### config.mk
export PLATFORM = sky130hd
export DESIGN_NAME = vst_seq
export DESIGN_NICKNAME = d
export VERILOG_FILES = /design/src/rtl/vst_pkg.sv /design/src/rtl/vst_decode.sv /design/src/rtl/vst_pred_map.sv /design/src/rtl/vst_agen.sv /design/src/rtl/vst_seq.sv
export SDC_FILE = /design/constraint.sdc
export NUM_CORES = 1
export LEC_CHECK = 0
export BUFFER_PORTS_ARGS = -buffer_cell sky130_fd_sc_hd__buf_2
export CAP_MARGIN = 0
export CORE_ASPECT_RATIO = 1.5
export CORE_UTILIZATION = 45
export DETAILED_ROUTE_END_ITERATION = 10
export PLACE_DENSITY = 0.69
export SLEW_MARGIN = 20
export SYNTH_ARGS = -nofsm -noshare
export SYNTH_HDL_FRONTEND = slang
export SYNTH_SLANG_ARGS = --single-unit
### constraint.sdc
create_clock -name clk -period 10.8 [get_ports clk]
set_clock_uncertainty 0.1 [all_clocks]
set_input_delay 2.16 -clock clk [delete_from_list [all_inputs] [get_ports clk]]
set_output_delay 2.16 -clock clk [all_outputs]
set_load 0.1 [all_outputs]
### src/rtl/vst_pkg.sv
package vst_pkg;

    localparam logic [11:0] OPC_HI      = 12'hE59;
    localparam logic [2:0]  OPC_MID     = 3'b111;
    localparam logic [4:0]  SP_SEL      = 5'd31;
    localparam int unsigned LANE_BITS   = 64;
    localparam int unsigned LANE_BYTES  = LANE_BITS / 8;
    localparam int unsigned SP_ALIGN_LSB = 4;

    typedef enum logic [1:0] {
        FLT_NONE   = 2'd0,
        FLT_DECODE = 2'd1,
        FLT_ALIGN  = 2'd2
    } flt_e;

    typedef enum logic [1:0] {
        ST_IDLE = 2'd0,
        ST_EVAL = 2'd1,
        ST_WALK = 2'd2
    } st_e;

    typedef struct packed {
        logic       legal;
        logic [3:0] imm;
        logic [2:0] pg;
        logic [4:0] rn;
        logic [4:0] zt;
    } cmd_t;

    function automatic cmd_t decode_word(input logic [31:0] w);
        cmd_t c;
        c.legal = (w[31:20] == OPC_HI) && (w[15:13] == OPC_MID);
        c.imm   = w[19:16];
        c.pg    = w[12:10];
        c.rn    = w[9:5];
        c.zt    = w[4:0];
        return c;
    endfunction

    function automatic logic [63:0] scale_imm(input logic [3:0] imm,
                                              input logic [63:0] unit);
        logic [63:0] ext;
        ext = {{60{imm[3]}}, imm};
        return ext * unit;
    endfunction

endpackage

### src/rtl/vst_decode.sv
module vst_decode
    import vst_pkg::*;
(
    input  logic [31:0] word,
    output cmd_t        cmd
);
    always_comb begin
        cmd = decode_word(word);
    end
endmodule

### src/rtl/vst_pred_map.sv
module vst_pred_map #(
    parameter int VLEN = 256
) (
    input  logic [VLEN/8-1:0]  pred,
    output logic [VLEN/64-1:0] lane_act,
    output logic               any_act
);
    localparam int NLANE = VLEN / 64;

    for (genvar g = 0; g < NLANE; g++) begin : g_lane
        assign lane_act[g] = pred[g*8];
    end

    assign any_act = |lane_act;
endmodule

### src/rtl/vst_agen.sv
module vst_agen
    import vst_pkg::*;
#(
    parameter int VLEN = 256
) (
    input  logic [4:0]  rn,
    input  logic [3:0]  imm,
    input  logic [63:0] xbase,
    input  logic [63:0] sp_val,
    output logic        use_sp,
    output logic        sp_misaligned,
    output logic [63:0] first_addr
);
    localparam logic [63:0] STRIDE = 64'(VLEN / 8);

    logic [63:0] base;

    always_comb begin
        use_sp        = (rn == SP_SEL);
        base          = use_sp ? sp_val : xbase;
        sp_misaligned = |sp_val[SP_ALIGN_LSB-1:0];
        first_addr    = base + scale_imm(imm, STRIDE);
    end
endmodule

### src/rtl/vst_seq.sv
module vst_seq
    import vst_pkg::*;
#(
    parameter int VLEN           = 256,
    parameter bit SP_CHECK_EMPTY = 1'b1
) (
    input  logic              clk,
    input  logic              rst,
    input  logic              start,
    input  logic [31:0]       insn,
    input  logic [VLEN-1:0]   vreg,
    input  logic [VLEN/8-1:0] pred,
    input  logic [63:0]       xbase,
    input  logic [63:0]       sp_val,
    output logic              busy,
    output logic              wr_valid,
    input  logic              wr_ready,
    output logic [63:0]       wr_addr,
    output logic [63:0]       wr_data,
    output logic              wr_nontemporal,
    output logic              wr_tagchk,
    output logic              done,
    output logic              fault,
    output logic [1:0]        fault_code
);
    localparam int NLANE = VLEN / 64;
    localparam int PW    = VLEN / 8;
    localparam int IW    = (NLANE > 1) ? $clog2(NLANE) : 1;
    localparam logic [IW-1:0] LAST = IW'(NLANE - 1);

    st_e              state;
    logic [31:0]      insn_q;
    logic [VLEN-1:0]  vreg_q;
    logic [PW-1:0]    pred_q;
    logic [63:0]      xbase_q;
    logic [63:0]      sp_q;
    logic [IW-1:0]    idx;
    logic [63:0]      cur_addr;
    flt_e             code_q;

    cmd_t             cmd;
    logic [NLANE-1:0] lane_act;
    logic             any_act;
    logic             use_sp;
    logic             sp_misaligned;
    logic [63:0]      first_addr;
    logic [63:0]      lane_data [NLANE];
    logic             cur_act;
    logic             step;

    vst_decode u_dec (
        .word (insn_q),
        .cmd  (cmd)
    );

    vst_pred_map #(.VLEN(VLEN)) u_pmap (
        .pred     (pred_q),
        .lane_act (lane_act),
        .any_act  (any_act)
    );

    vst_agen #(.VLEN(VLEN)) u_agen (
        .rn            (cmd.rn),
        .imm           (cmd.imm),
        .xbase         (xbase_q),
        .sp_val        (sp_q),
        .use_sp        (use_sp),
        .sp_misaligned (sp_misaligned),
        .first_addr    (first_addr)
    );

    for (genvar g = 0; g < NLANE; g++) begin : g_data
        assign lane_data[g] = vreg_q[g*LANE_BITS +: LANE_BITS];
    end

    assign cur_act = lane_act[idx];
    assign step    = (state == ST_WALK) && (!cur_act || wr_ready);

    assign busy           = (state != ST_IDLE);
    assign wr_valid       = (state == ST_WALK) && cur_act;
    assign wr_addr        = cur_addr;
    assign wr_data        = lane_data[idx];
    assign wr_nontemporal = 1'b1;
    assign wr_tagchk      = !use_sp;
    assign fault_code     = code_q;

    always_ff @(posedge clk) begin
        if (rst) begin
            state    <= ST_IDLE;
            insn_q   <= '0;
            vreg_q   <= '0;
            pred_q   <= '0;
            xbase_q  <= '0;
            sp_q     <= '0;
            idx      <= '0;
            cur_addr <= '0;
            done     <= 1'b0;
            fault    <= 1'b0;
            code_q   <= FLT_NONE;
        end else begin
            done   <= 1'b0;
            fault  <= 1'b0;
            code_q <= FLT_NONE;
            unique case (state)
                ST_IDLE: begin
                    if (start) begin
                        insn_q  <= insn;
                        vreg_q  <= vreg;
                        pred_q  <= pred;
                        xbase_q <= xbase;
                        sp_q    <= sp_val;
                        state   <= ST_EVAL;
                    end
                end
                ST_EVAL: begin
                    if (!cmd.legal) begin
                        fault  <= 1'b1;
                        code_q <= FLT_DECODE;
                        state  <= ST_IDLE;
                    end else if (use_sp && sp_misaligned &&
                                 (any_act || SP_CHECK_EMPTY)) begin
                        fault  <= 1'b1;
                        code_q <= FLT_ALIGN;
                        state  <= ST_IDLE;
                    end else if (!any_act) begin
                        done  <= 1'b1;
                        state <= ST_IDLE;
                    end else begin
                        idx      <= '0;
                        cur_addr <= first_addr;
                        state    <= ST_WALK;
                    end
                end
                ST_WALK: begin
                    if (step) begin
                        cur_addr <= cur_addr + 64'(LANE_BYTES);
                        if (idx == LAST) begin
                            done  <= 1'b1;
                            state <= ST_IDLE;
                        end else begin
                            idx <= idx + 1'b1;
                        end
                    end
                end
                default: state <= ST_IDLE;
            endcase
        end
    end
endmodule

# After elaboration in Yosys (flattened, before gate mapping)
# Index checks and enable logic that the tools add are counted.
[classes] bitwise=3 order_cmp=2 multipliers=0 reduce_logical=18 n_div=0 add_sub_neg=3 n_eq_ne=13 shifts=0 mux=34
[op_table] cell="2-to-1 mux 64 bit" count=7
[op_table] cell="binary-select mux 64 bit (select 2 bit)" count=1
[op_table] cell="one-hot mux 64 bit (2 select lines)" count=1
[op_table] cell="adder 64 x 4 -> 64 bit, second input constant" count=1
[op_table] cell="adder 64 bit" count=1
[op_table] cell="2-to-1 mux 2 bit" count=12
[op_table] cell="equality test 12 bit, second input constant" count=1
[op_table] cell="inequality test 2 bit, second input constant" count=6
[op_table] cell="2-to-1 mux 1 bit" count=9
[op_table] cell="OR reduction 4 bit" count=2
[op_table] cell="one-hot mux 2 bit (3 select lines)" count=1
[op_table] cell="AND reduction 6 bit" count=1
[op_table] cell="equality test 5 bit, second input constant" count=1
[op_table] cell="AND reduction 5 bit" count=1
[op_table] cell="equality test 2 bit, second input constant" count=2
[op_table] cell="logical AND 1 bit" count=4
[op_table] cell="one-hot mux 2 bit (2 select lines)" count=1
[op_table] cell="nonzero test 2 bit" count=2
[op_table] cell="equality test 3 bit, second input constant" count=1
[op_table] cell="greater-or-equal comparator 3 bit, second input constant" count=1
[op_table] cell="less-than comparator 2 x 3 -> 1 bit, second input constant" count=1
[op_table] cell="NOT 2 -> 3 bit" count=1
[op_table] cell="AND reduction 3 bit" count=1
[op_table] cell="OR reduction 3 bit" count=1
[op_table] cell="11 further kinds" count=13
[totals] output_inout_bits=136 latch_bits=0 rom_bits=0 memories=0 ramBits=0 regBits=513

# Logic depth before layout (Yosys ltp)
# Gate-level depths: netlist (run 1).
[logic_depth] ltp_word=7 mapped_depth=17

# Hierarchy
# Synthesis (run 1) repeated with hierarchy kept, for this count alone.
[hier_totals] cells_unflattened=3413 hier_area_um2=25986.2
[by_module_without_submodules] mod="vst_seq" instances=1 area_per_inst_um2=21508.1 cells_each=2673 seq_area_each_um2=10410.0
[by_module_without_submodules] mod="vst_agen" instances=1 area_per_inst_um2=4267.8 cells_each=713 seq_area_each_um2=0.0
[by_module_without_submodules] mod="vst_decode" instances=1 area_per_inst_um2=172.7 cells_each=22 seq_area_each_um2=0.0
[by_module_without_submodules] mod="vst_pred_map" instances=1 area_per_inst_um2=37.5 cells_each=5 seq_area_each_um2=0.0

# Least setup slack after synthesis (run 1)
# No wires, ideal clock.
[synth_timing] path_kind="register to output" from="register state[0]" to="output port wr_valid" slack_ns=6.130 t_arrival_ns=2.410 path_stages_with_launch=8 n_path_buf=4 path_cell_list="dfxtp_1 inv_1 ha_1 clkbuf_1 clkbuf_1 clkbuf_1 clkbuf_1 and2_1"
[synth_between] elab_chain_cells=2
[synth_lines] element="start, declared" line="vst_seq.sv:31" source="st_e state;"
[synth_lines] element="start signal, assigned" line="vst_seq.sv:89" source="state <= ST_IDLE;"
[synth_lines] element="start signal, assigned" line="vst_seq.sv:112" source="state <= ST_EVAL;"
[synth_lines] element="start signal, assigned" line="vst_seq.sv:119" source="state <= ST_IDLE;"
[synth_lines] element="equality test 2 bit" line="vst_seq.sv:80" source="assign wr_valid = (state == ST_WALK) && cur_act;"
[synth_lines] element="logical AND 1 bit" line="vst_seq.sv:80"
[synth_lines] element="end, declared" line="vst_seq.sv:16" source="output logic wr_valid,"
# Every way passes these cells.

# Final worst setup path (run 1)
[layout_timing] from="register idx[0]" to="output port wr_data[59]"
[layout_between] elab_chain_cells=4
[layout_lines] element="start, declared" line="vst_seq.sv:37" source="logic [IW-1:0] idx;"
[layout_lines] element="start signal, assigned" line="vst_seq.sv:141" source="idx <= idx + 1'b1;"
[layout_lines] element="NOT 2 -> 3 bit (not written as such)" line="vst_seq.sv:82" source="assign wr_data = lane_data[idx];"
[layout_lines] element="binary-select mux 64 bit (select 2 bit)" line="vst_seq.sv:82"
[layout_lines] element="2-to-1 mux 64 bit (not written as such) (2 in series)" line="vst_seq.sv:82"
[layout_lines] element="end, declared" line="vst_seq.sv:19" source="output logic [63:0] wr_data,"
# Every way passes these cells. The select of a mux whose other input is x is not followed.

==> results.md, run 1 <==
* Outcome: finished, final reports clean
* HPWL after DPL at roughly 54000 um
* Commonest non-fill, non-tap cell in the layout: nand2_1
* Critical path class: reg -> out
* Fraction of layout instances using a drive strength above 1 at 0.230
* WL final at approximately 77000 um
* Syn avg cell area at about 8 um^2
* Final Instance Area at 28900 um^2
* Largest net degree at the start of global routing at ~200
* Fraction of power consumed by the clock network at 0.392
* Worst Tran Pin Value at 1120 ps
* Reg power frac at 0.430
* CP peak stage delay at roughly 800 ps
* Total number of vias at around 23k
* Fmax at roughly 180 MHz
* EDFF count, synth at 0
* Switch share at 0.305
* Internal at about 3.2 mW
* # rows at around 100
* Mapped Area at roughly 24000 um^2
* Initial antenna violation count at 23
* Post-Syn Instances at slightly above 3k
* Later-pin clock latency in the skew report at between 500 and 600 ps
* Setup TNS at 0 ps
* Drt pass-1 iters at 5
* Yosys warns at 0
* Chip Width at between 150 and 200 um
* Maxcap violations at 0
* Initial Utilization at 0.457
* Io pins at 588
* Final Util at 0.546
* # resized after CTS at 0
* Net Sw Power at ~1.4 mW
* Critical path fanouts, max at between 40 and 50
* GRT Total Usage at 0.270
* Power per cell area at roughly 160 nW/um^2
* Post-synthesis cell type count at a little under 90
* Most used DFF post-synth: dfxtp_1
* CTS sink count at approximately 480
* Synth Net Count at between 3k and 4k
* Worst Setup SP: idx[0]$_SDFFE_PP0P_
* Number of setup violations in the final report at 0
* HP Class: reg -> reg
* CTS clk-pin slew, worst paths at approximately 60 ps
* VDD IR max at 0.000125 V
* Area Overhead vs Synth at 19.5%
* RR Startpoint: insn_q[7]$_SDFFE_PP0P_
* DIE AREA at 54600 um^2
* Detail Route Antenna Nets at 0
* Max-slew headroom at 0.255
* Synthesis-stage register bit count at between 400 and 500
* First-pass GRT wire length at roughly 120000 um
* CTS tree: built
* Number of global-route vias before repair at 22.0k
* DR WL/cell at between 15 and 20 um
* CP Capture Type: output port
* Via/cell ratio at around 5.5
* Nets at between 3k and 4k
* DRT iter0 DRCs at about 1.2k
* HP Start: xbase_q[28]$_SDFFE_PP0P_
* Fin crit period at approximately 5400 ps
* Async SR Flop Fraction at 0
* Highest-count cells in the layout ignoring fill and taps: 951 x nand2_1, 549 x buf_2, 537 x a21oi_1
* Register area share after synthesis at 0.401
* Startpoint types: register
* Worst hold slack at between 300 and 400 ps
* Worst path cell trace: buf_4 -> mux4_2 -> buf_2
* CTS root buf: clkbuf_16
* Crit-path slowest cell: buf_4
* FF-to-FF setup slack at 5630 ps
* # H-tree levels at 2
* Gate power share at 0.177
* DRC violations left at 0
* Worst Path Required at between 8000 and 9000 ps
* Die Ht at 286 um
* LEAKAGE at 12.1 nW
* Period utilization at 0.503
* Congestion Overflow GR at 0
* Setup Buffers After CTS at 0
* Clk buf depth at 3
* Placed Area at between 20000 and 30000 um^2
* Final Power at roughly 4.6 mW
* Fin. max-slew vios at 0
* Critical path arrival at around 3200 ps
* GPL Wtd Cong at about 0.95
* Final Hold Viols at 0
* RSZ-0062 raised after global routing: no
* Clock buffer count from CTS at 49
* Hold Buf Count CTS at 0
* PortBufs at between 500 and 600
* Core region area at about 53000 um^2
[area by class of cell]
type | count | area, um^2
multi-input cells | 2332 | 13500
repair buffers | 572 | 2940
clock inverters | 19 | 292
inverters | 33 | 124
flip-flops and latches | 484 | 9700
clock buffers | 68 | 1370
diodes | 21 | 52.6
fillers | 5213 | 24000
well taps | 682 | 853
[cells by family (layout without fill, tap and decap cells)]
family / after synthesis / in the layout / synth area share
AOI/OAI and AO/OA: 824 / 824 / 0.195
xor gates and xnor gates: 44 / 44 / 0.0160
adders and majority gates: 70 / 70 / 0.0366
buffers and inverters: 256 / 692 / 0.0405
DFF: 484 / 484 / 0.401
muxes: 134 / 134 / 0.0924
other: 1 / 22 / 0.000155
and+or+nand+nor: 1259 / 1259 / 0.218
[synthesized netlist by cell type, types with 22 or more instances]
cell type  count  area share
clkbuf_1     190       0.030
inv_1         33      0.0051
nor3_1        35      0.0073
mux4_2        65       0.061
xnor2_1       26      0.0094
a21o_1        38       0.012
nand3_1       42      0.0087
a211oi_1      25      0.0078
o21ai_0       73       0.015
a21oi_1      537        0.11
and3_1        22      0.0057
mux2_2        59       0.028
ha_1          69       0.036
nor2_1        95       0.015
nand4_1       37      0.0096
nand2_1      952        0.15
dfxtp_1      484        0.40
buf_1         26      0.0040
[through the flow]
step | setup WS, ps | cells
finish | 5370 | 4211
global route | 5160 | 4208
CTS | 5290 | 4190
detailed placement | 5640 | 4103
global placement | 5620 | 4103
floorplan | 6130 | 3072
[sequential cells by signal, summed over array words and instances (netlist names)]
signal	cells
vreg_q	256
sp_q	64
wr_addr	64
xbase_q	64
insn_q	24
pred_q	4
fault_code	2
idx	2
state	2
done	1
fault	1
[worst paths after layout]
path / cells past startpoint / to
max: 3 / wr_data[59]
min: 2 / xbase_q[28]$_SDFFE_PP0P_
max reg2reg: 16 / wr_addr[52]$_SDFFE_PP0P_
min reg2reg: 2 / xbase_q[28]$_SDFFE_PP0P_
[per-layer routing]
| layer | global-route usage | share of wire |
|---|---|---|
| met1 | 0.287 | 0.37 |
| met2 | 0.490 | 0.51 |
| met3 | 0.0628 | 0.072 |
| met4 | 0.140 | 0.051 |
| met5 | 0 | 0.00035 |
[worst max-delay path, delay by kind of cell (launching register included)]
kind	cells	cell delay (ps)
buffers and inverters	2	1120
flip-flops	1	710
multiplexers	1	680
[power groups by stage]
stage / Combinational (mW) / Sequential [mW] / Clock, mW
final: 0.811 / 1.97 / 1.79
after detailed placement: 0.811 / 2.01 / 0
after CTS: 0.814 / 1.97 / 1.83
after floorplan: 0.488 / 2.10 / 0
after global routing: 0.878 / 1.98 / 1.90
after global placement: 0.805 / 2.00 / 0
Note: power is estimated with default switching activity, not from simulation.
==> run 2: changes to the inputs <==
==> constraint.sdc (replaced) <==
create_clock -name clk -period 5.2 [get_ports clk]
set_clock_uncertainty 0.1 [all_clocks]
set_input_delay 1.04 -clock clk [delete_from_list [all_inputs] [get_ports clk]]
set_output_delay 1.04 -clock clk [all_outputs]
set_load 0.1 [all_outputs]
==> run 2 against run 1 <==
Compared with the run above:
- clock power increased by 100%
- first-iteration DRC count grew 6.2%
- register-to-register slack got worse by 4900 ps
- die area stayed put
- via count up 0.21%
- sequential share of layout area down 0.20 points
- routed wire length decreased by 0.17%
- final area is 0.59% higher
- sequential power grew 110%
- critical endpoint is now wr_addr[63]$_SDFFE_PP0P_
==> results.md, run 2 (synthesized netlist as in run 1, its figures left out) <==
* Drt pass-1 iters at 5
* Fraction of layout instances using a drive strength above 1 at 0.232
* Worst Path Required at about 5600 ps
* Initial antenna violation count at 29
* # H-tree levels at 2
* Fin. max-slew vios at 0
* Critical path arrival at 4890 ps
* GPL Wtd Cong at 0.933
* Period utilization at 0.862
* GRT Total Usage at 0.270
* Later-pin clock latency in the skew report at between 500 and 600 ps
* HP Class: reg -> reg
* PortBufs at 550
* RSZ-0062 raised after global routing: no
* Power per cell area at ~320 nW/um^2
* CTS sink count at approximately 480
* Worst Tran Pin Value at 941 ps
* LEAKAGE at 12.2 nW
* Nets at ~4.0k
* # resized after CTS at 0
* HPWL after DPL at around 55000 um
* CTS tree: built
* VDD IR max at around 0.00027 V
* Number of setup violations in the final report at 0
* Setup Buffers After CTS at 0
* Largest net degree at the start of global routing at about 190
* Chip Width at roughly 190 um
* Critical path class: reg -> reg
* Startpoint types: register
* Highest-count cells in the layout ignoring fill and taps: 951 x nand2_1, 549 x buf_2, 537 x a21oi_1
* Clk buf depth at 3
* Placed insts at 4112
* WL final at just under 80000 um
* Commonest non-fill, non-tap cell in the layout: nand2_1
* Congestion Overflow GR at 0
* Critical path fanouts, max at 32
* CTS clk-pin slew, worst paths at approximately 60 ps
* Core region area at roughly 53000 um^2
* Io pins at 588
* Maxcap violations at 0
* Number of global-route vias before repair at 22.0k
* Final Hold Viols at 0
* First-pass GRT wire length at 117000 um
* Total number of vias at 23.2k
* DIE AREA at 54600 um^2
* Max-slew headroom at 0.373
* Largest reg by FF count: vreg_q
* # rows at between 100 and 150
* DRT iter0 DRCs at ~1.3k
* Via/cell ratio at 5.48
* Initial Utilization at 0.457
* CP Capture Type: register
* Placed Area at about 27000 um^2
* Die Ht at 286 um
* Area Overhead vs Synth at 20.2%
* Fin crit period at between 4000 and 5000 ps
* Final Power at around 9.4 mW
* Clock buffer count from CTS at 49
* CTS root buf: clkbuf_16
* DRC violations left at 0
* Detail Route Antenna Nets at 0
* Final Util at 0.549
* Fmax at ~220 MHz
* Outcome: finished, final reports clean
* Final Instance Area at 29000 um^2
* Hold Buf Count CTS at 0
* Largest register FFs at approximately 260
* Filler Cell Count at between 5k and 6k
* DR WL/cell at 18.2 um
* Final non-filler cell total at around 4.2k
* Setup TNS at 0 ps
## run 2: report_power, final
group	switching (mW)	internal [mW]	leakage (nW)
clock network	1.54	2.10	0.817
logic	1.18	0.513	7.44
registers	0.150	3.94	3.97
## run 2: path summary, 6_finish.rpt
check | startpoint | to | slack (ps) | cells past startpoint
setup / recovery | insn_q[7]$_SDFFE_PP0P_ | wr_addr[63]$_SDFFE_PP0P_ | 720 | 15
setup reg to reg | insn_q[7]$_SDFFE_PP0P_ | wr_addr[63]$_SDFFE_PP0P_ | 720 | 15
hold / removal | insn_q[20]$_SDFFE_PP0P_ | insn_q[20]$_SDFFE_PP0P_ | 350 | 2
hold reg to reg | insn_q[20]$_SDFFE_PP0P_ | insn_q[20]$_SDFFE_PP0P_ | 350 | 2
## run 2: layout make-up
| type | count | area (um^2) | area share |
|---|---|---|---|
| multi-input combinational | 2332 | 13500 | 0.466 |
| sequential | 484 | 9700 | 0.334 |
| timing repair buffer | 581 | 3120 | 0.107 |
| clock buffer | 76 | 1470 | 0.0506 |
| tap | 682 | 853 | 0.0294 |
| clock inverter | 14 | 179 | 0.00616 |
| inverter | 33 | 124 | 0.00427 |
| antenna | 24 | 60.1 | 0.00207 |
## run 2: through the flow
step	worst slack [ps]	hold WS (ps)
6_report	717	349
4_1_cts	738	351
3_3_place_gp	833	339
5_1_grt	528	365
2_1_floorplan	799	331
3_5_place_dp	763	342
## run 2: metal layers
metal / GRT usage / vias to the layer above / part of all wire
li1: - / 11500 / -
met1: 0.286 / 10800 / 0.37
met2: 0.496 / 673 / 0.51
met3: 0.0624 / 169 / 0.070
met4: 0.126 / 8 / 0.044
met5: 0 / - / 0.00074
## run 2: critical path: stages (launching register included)
cell      delay (ps)
dfxtp_1          310
and3_1           210
nand3_4          290
buf_12           250
mux2_2           360
ha_1             360
a21oi_1          280
inv_1             70
a211oi_1         350
o21bai_1         160
o21a_1           300
a211o_1          350
o21ai_1          350
o21ai_1          200
or3_1            380
o211ai_1          90
==> run 3: changes to the inputs <==
--- a/config.mk
+++ b/config.mk
@@ -7,10 +7,12 @@
 export LEC_CHECK = 0
 export BUFFER_PORTS_ARGS = -buffer_cell sky130_fd_sc_hd__buf_2
 export CAP_MARGIN = 0
+export CELL_PAD_IN_SITES_DETAIL_PLACEMENT = 1
+export CELL_PAD_IN_SITES_GLOBAL_PLACEMENT = 1
 export CORE_ASPECT_RATIO = 1.5
-export CORE_UTILIZATION = 45
+export CORE_UTILIZATION = 38
 export DETAILED_ROUTE_END_ITERATION = 10
-export PLACE_DENSITY = 0.69
+export PLACE_DENSITY_LB_ADDON = 0.1
 export SLEW_MARGIN = 20
 export SYNTH_ARGS = -nofsm -noshare
 export SYNTH_HDL_FRONTEND = slang
==> run 3 against run 2 <==
Compared with the run above:
- routed wire length increased by 19%
- final area up 0.58%
- die area is 18% higher
- via count grew 2.5%
- setup slack worse by 300 ps
- power is 1.8% higher
- first-iteration DRC count shrank 7.8%
- sequential power barely moved
- critical path type unchanged
- largest power group unchanged
==> results.md, run 3 (synthesized netlist as in run 1, its figures left out) <==
* Worst hold slack at around 350 ps
* Period utilization at 0.920
* Later-pin clock latency in the skew report at about 600 ps
* Detail Route Antenna Nets at 0
* # rows at about 110
* RR Endpoint: wr_addr[54]$_SDFFE_PP0P_
* Clk buf depth at 3
* LEAKAGE at 12.3 nW
* CTS root buf: clkbuf_16
* Buffers and inverters on the worst path at 1
* Commonest non-fill, non-tap cell in the layout: nand2_1
* Hold Buf Count CTS at 0
* Largest reg by FF count: vreg_q
* Largest register FFs at approximately 260
* RSZ-0062 raised after global routing: no
* CTS clk-pin slew, worst paths at ~60 ps
* Initial antenna violation count at 33
* # H-tree levels at 2
* Max-slew headroom at 0.286
* CP Capture Type: register
* Worst path cell trace: and3_1 -> nand3_4 -> buf_4 -> mux2_2 -> ha_1 -> and2_1 -> nand3_1 -> nor4_1 -> o31ai_1 -> a2111oi_2 -> o21ai_1 -> and3_1 -> o21ai_1 -> a21oi_1
* Top Family by Delay on Critical Path: simple AND/OR/NAND/NOR gates
* Hold Path Depth at 2
* Critical path class: reg -> reg
* Via/cell ratio at between 5 and 6
* VDD IR max at about 0.00027 V
* Drt pass-1 iters at 5
* GPL Wtd Cong at between 0.9 and 1
* HP Start: xbase_q[24]$_SDFFE_PP0P_
* Fmax at approximately 210 MHz
* Io pins at 588
* Number of setup violations in the final report at 0
* Area Overhead vs Synth at 20.9%
* # resized after CTS at 0
* DRT iter0 DRCs at around 1.2k
* DIE AREA at approximately 65000 um^2
* Initial Utilization at 0.386
* Power per cell area at around 330 nW/um^2
* HPWL after DPL at slightly below 70000 um
* CP peak stage delay at roughly 640 ps
* Die Ht at between 300 and 400 um
* HP Class: reg -> reg
* Largest net degree at the start of global routing at 174
* Number of global-route vias before repair at approximately 25k
* Outcome: finished, final reports clean
* RR Startpoint: insn_q[6]$_SDFFE_PP0P_
* WHS Endpoint: xbase_q[24]$_SDFFE_PP0P_
* Clock buffer count from CTS at 50
* Startpoint types: register
* Total number of vias at around 24k
* Worst Path Required at ~5500 ps
* DR WL/cell at roughly 21 um
* Critical path fanouts, max at 21
* Core region area at between 60000 and 70000 um^2
* Nets at roughly 4k
* Maxcap violations at 0
* Crit-path slowest cell: a2111oi_2
* Congestion Overflow GR at 0
* Fraction of layout instances using a drive strength above 1 at 0.234
* Highest-count cells in the layout ignoring fill and taps: 951 x nand2_1, 549 x buf_2, 537 x a21oi_1
* Fin crit period at between 4000 and 5000 ps
* FF-to-FF setup slack at between 400 and 500 ps
* Reg2Reg Depth at 14
* Critical path arrival at a little over 5000 ps
* GRT Total Usage at 0.275
* PortBufs at between 500 and 600
* Fin. max-slew vios at 0
* Setup TNS at 0 ps
* CTS tree: built
* CTS sink count at 484
* Setup Buffers After CTS at 0
* Chip Width at 208 um
* DRC violations left at 0
* Worst Tran Pin Value at roughly 1100 ps
* WL final at between 90000 and 100000 um
* First-pass GRT wire length at approximately 140000 um
* Final Hold Viols at 0
==> run 3: layout make-up <==
| type | instances | area, um^2 |
|---|---|---|
| fillers | 7778 | 33300 |
| multi-input cells | 2332 | 13500 |
| flip-flops and latches | 484 | 9700 |
| repair buffers | 586 | 3130 |
| clock buffers | 79 | 1510 |
| well taps | 798 | 998 |
| clock inverters | 13 | 169 |
| inverters | 33 | 124 |
| diodes | 15 | 37.5 |
==> run 3: routing by layer <==
layer  share of wire  GRT usage
met5          0.0021          0
met4           0.043      0.117
met3           0.059     0.0677
met2            0.51      0.504
met1            0.39      0.297
==> run 3: stage by stage <==
step / util / total power [mW] / worst slack (ps) / std cells / cell area (um^2)
after global routing: 0.467 / 9.99 / 130 / 4337 / 29200
after CTS: 0.467 / 9.71 / 479 / 4325 / 29200
after global placement: 0.440 / 5.88 / 616 / 4233 / 27500
after floorplan: - / 5.37 / 799 / 3072 / 24100
after detailed placement: 0.440 / 5.93 / 552 / 4233 / 27500
final: 0.467 / 9.59 / 417 / 4340 / 29200
==> run 3: where the power goes <==
group          total, mW  internal [mW]  switching [mW]  leakage, nW
sequential          4.10           3.94           0.156         3.97
combinational       1.75          0.515            1.23         7.46
clock               3.75           2.14            1.60        0.827
==> run 3: worst max path at each step <==
stage                                to              startpoint  depth (start not counted)
5_1_grt        wr_addr[54]$_SDFFE_PP0P_  insn_q[7]$_SDFFE_PP0P_                         14
3_3_place_gp   wr_addr[54]$_SDFFE_PP0P_  insn_q[7]$_SDFFE_PP0P_                         14
3_5_place_dp   wr_addr[54]$_SDFFE_PP0P_  insn_q[6]$_SDFFE_PP0P_                         14
4_1_cts        wr_addr[54]$_SDFFE_PP0P_  insn_q[6]$_SDFFE_PP0P_                         14
2_1_floorplan  wr_addr[61]$_SDFFE_PP0P_  insn_q[7]$_SDFFE_PP0P_                         17
6_report       wr_addr[54]$_SDFFE_PP0P_  insn_q[6]$_SDFFE_PP0P_                         14
==> run 3: worst register-to-register path, delay by kind of cell (launching register included) <==
family | cells | cell delay, ps
AOI/OAI and AO/OA | 5 | 1500
adders and majority gates | 1 | 360
buffers and inverters | 1 | 350
DFF | 1 | 340
muxes | 1 | 290
and+or+nand+nor | 6 | 1690
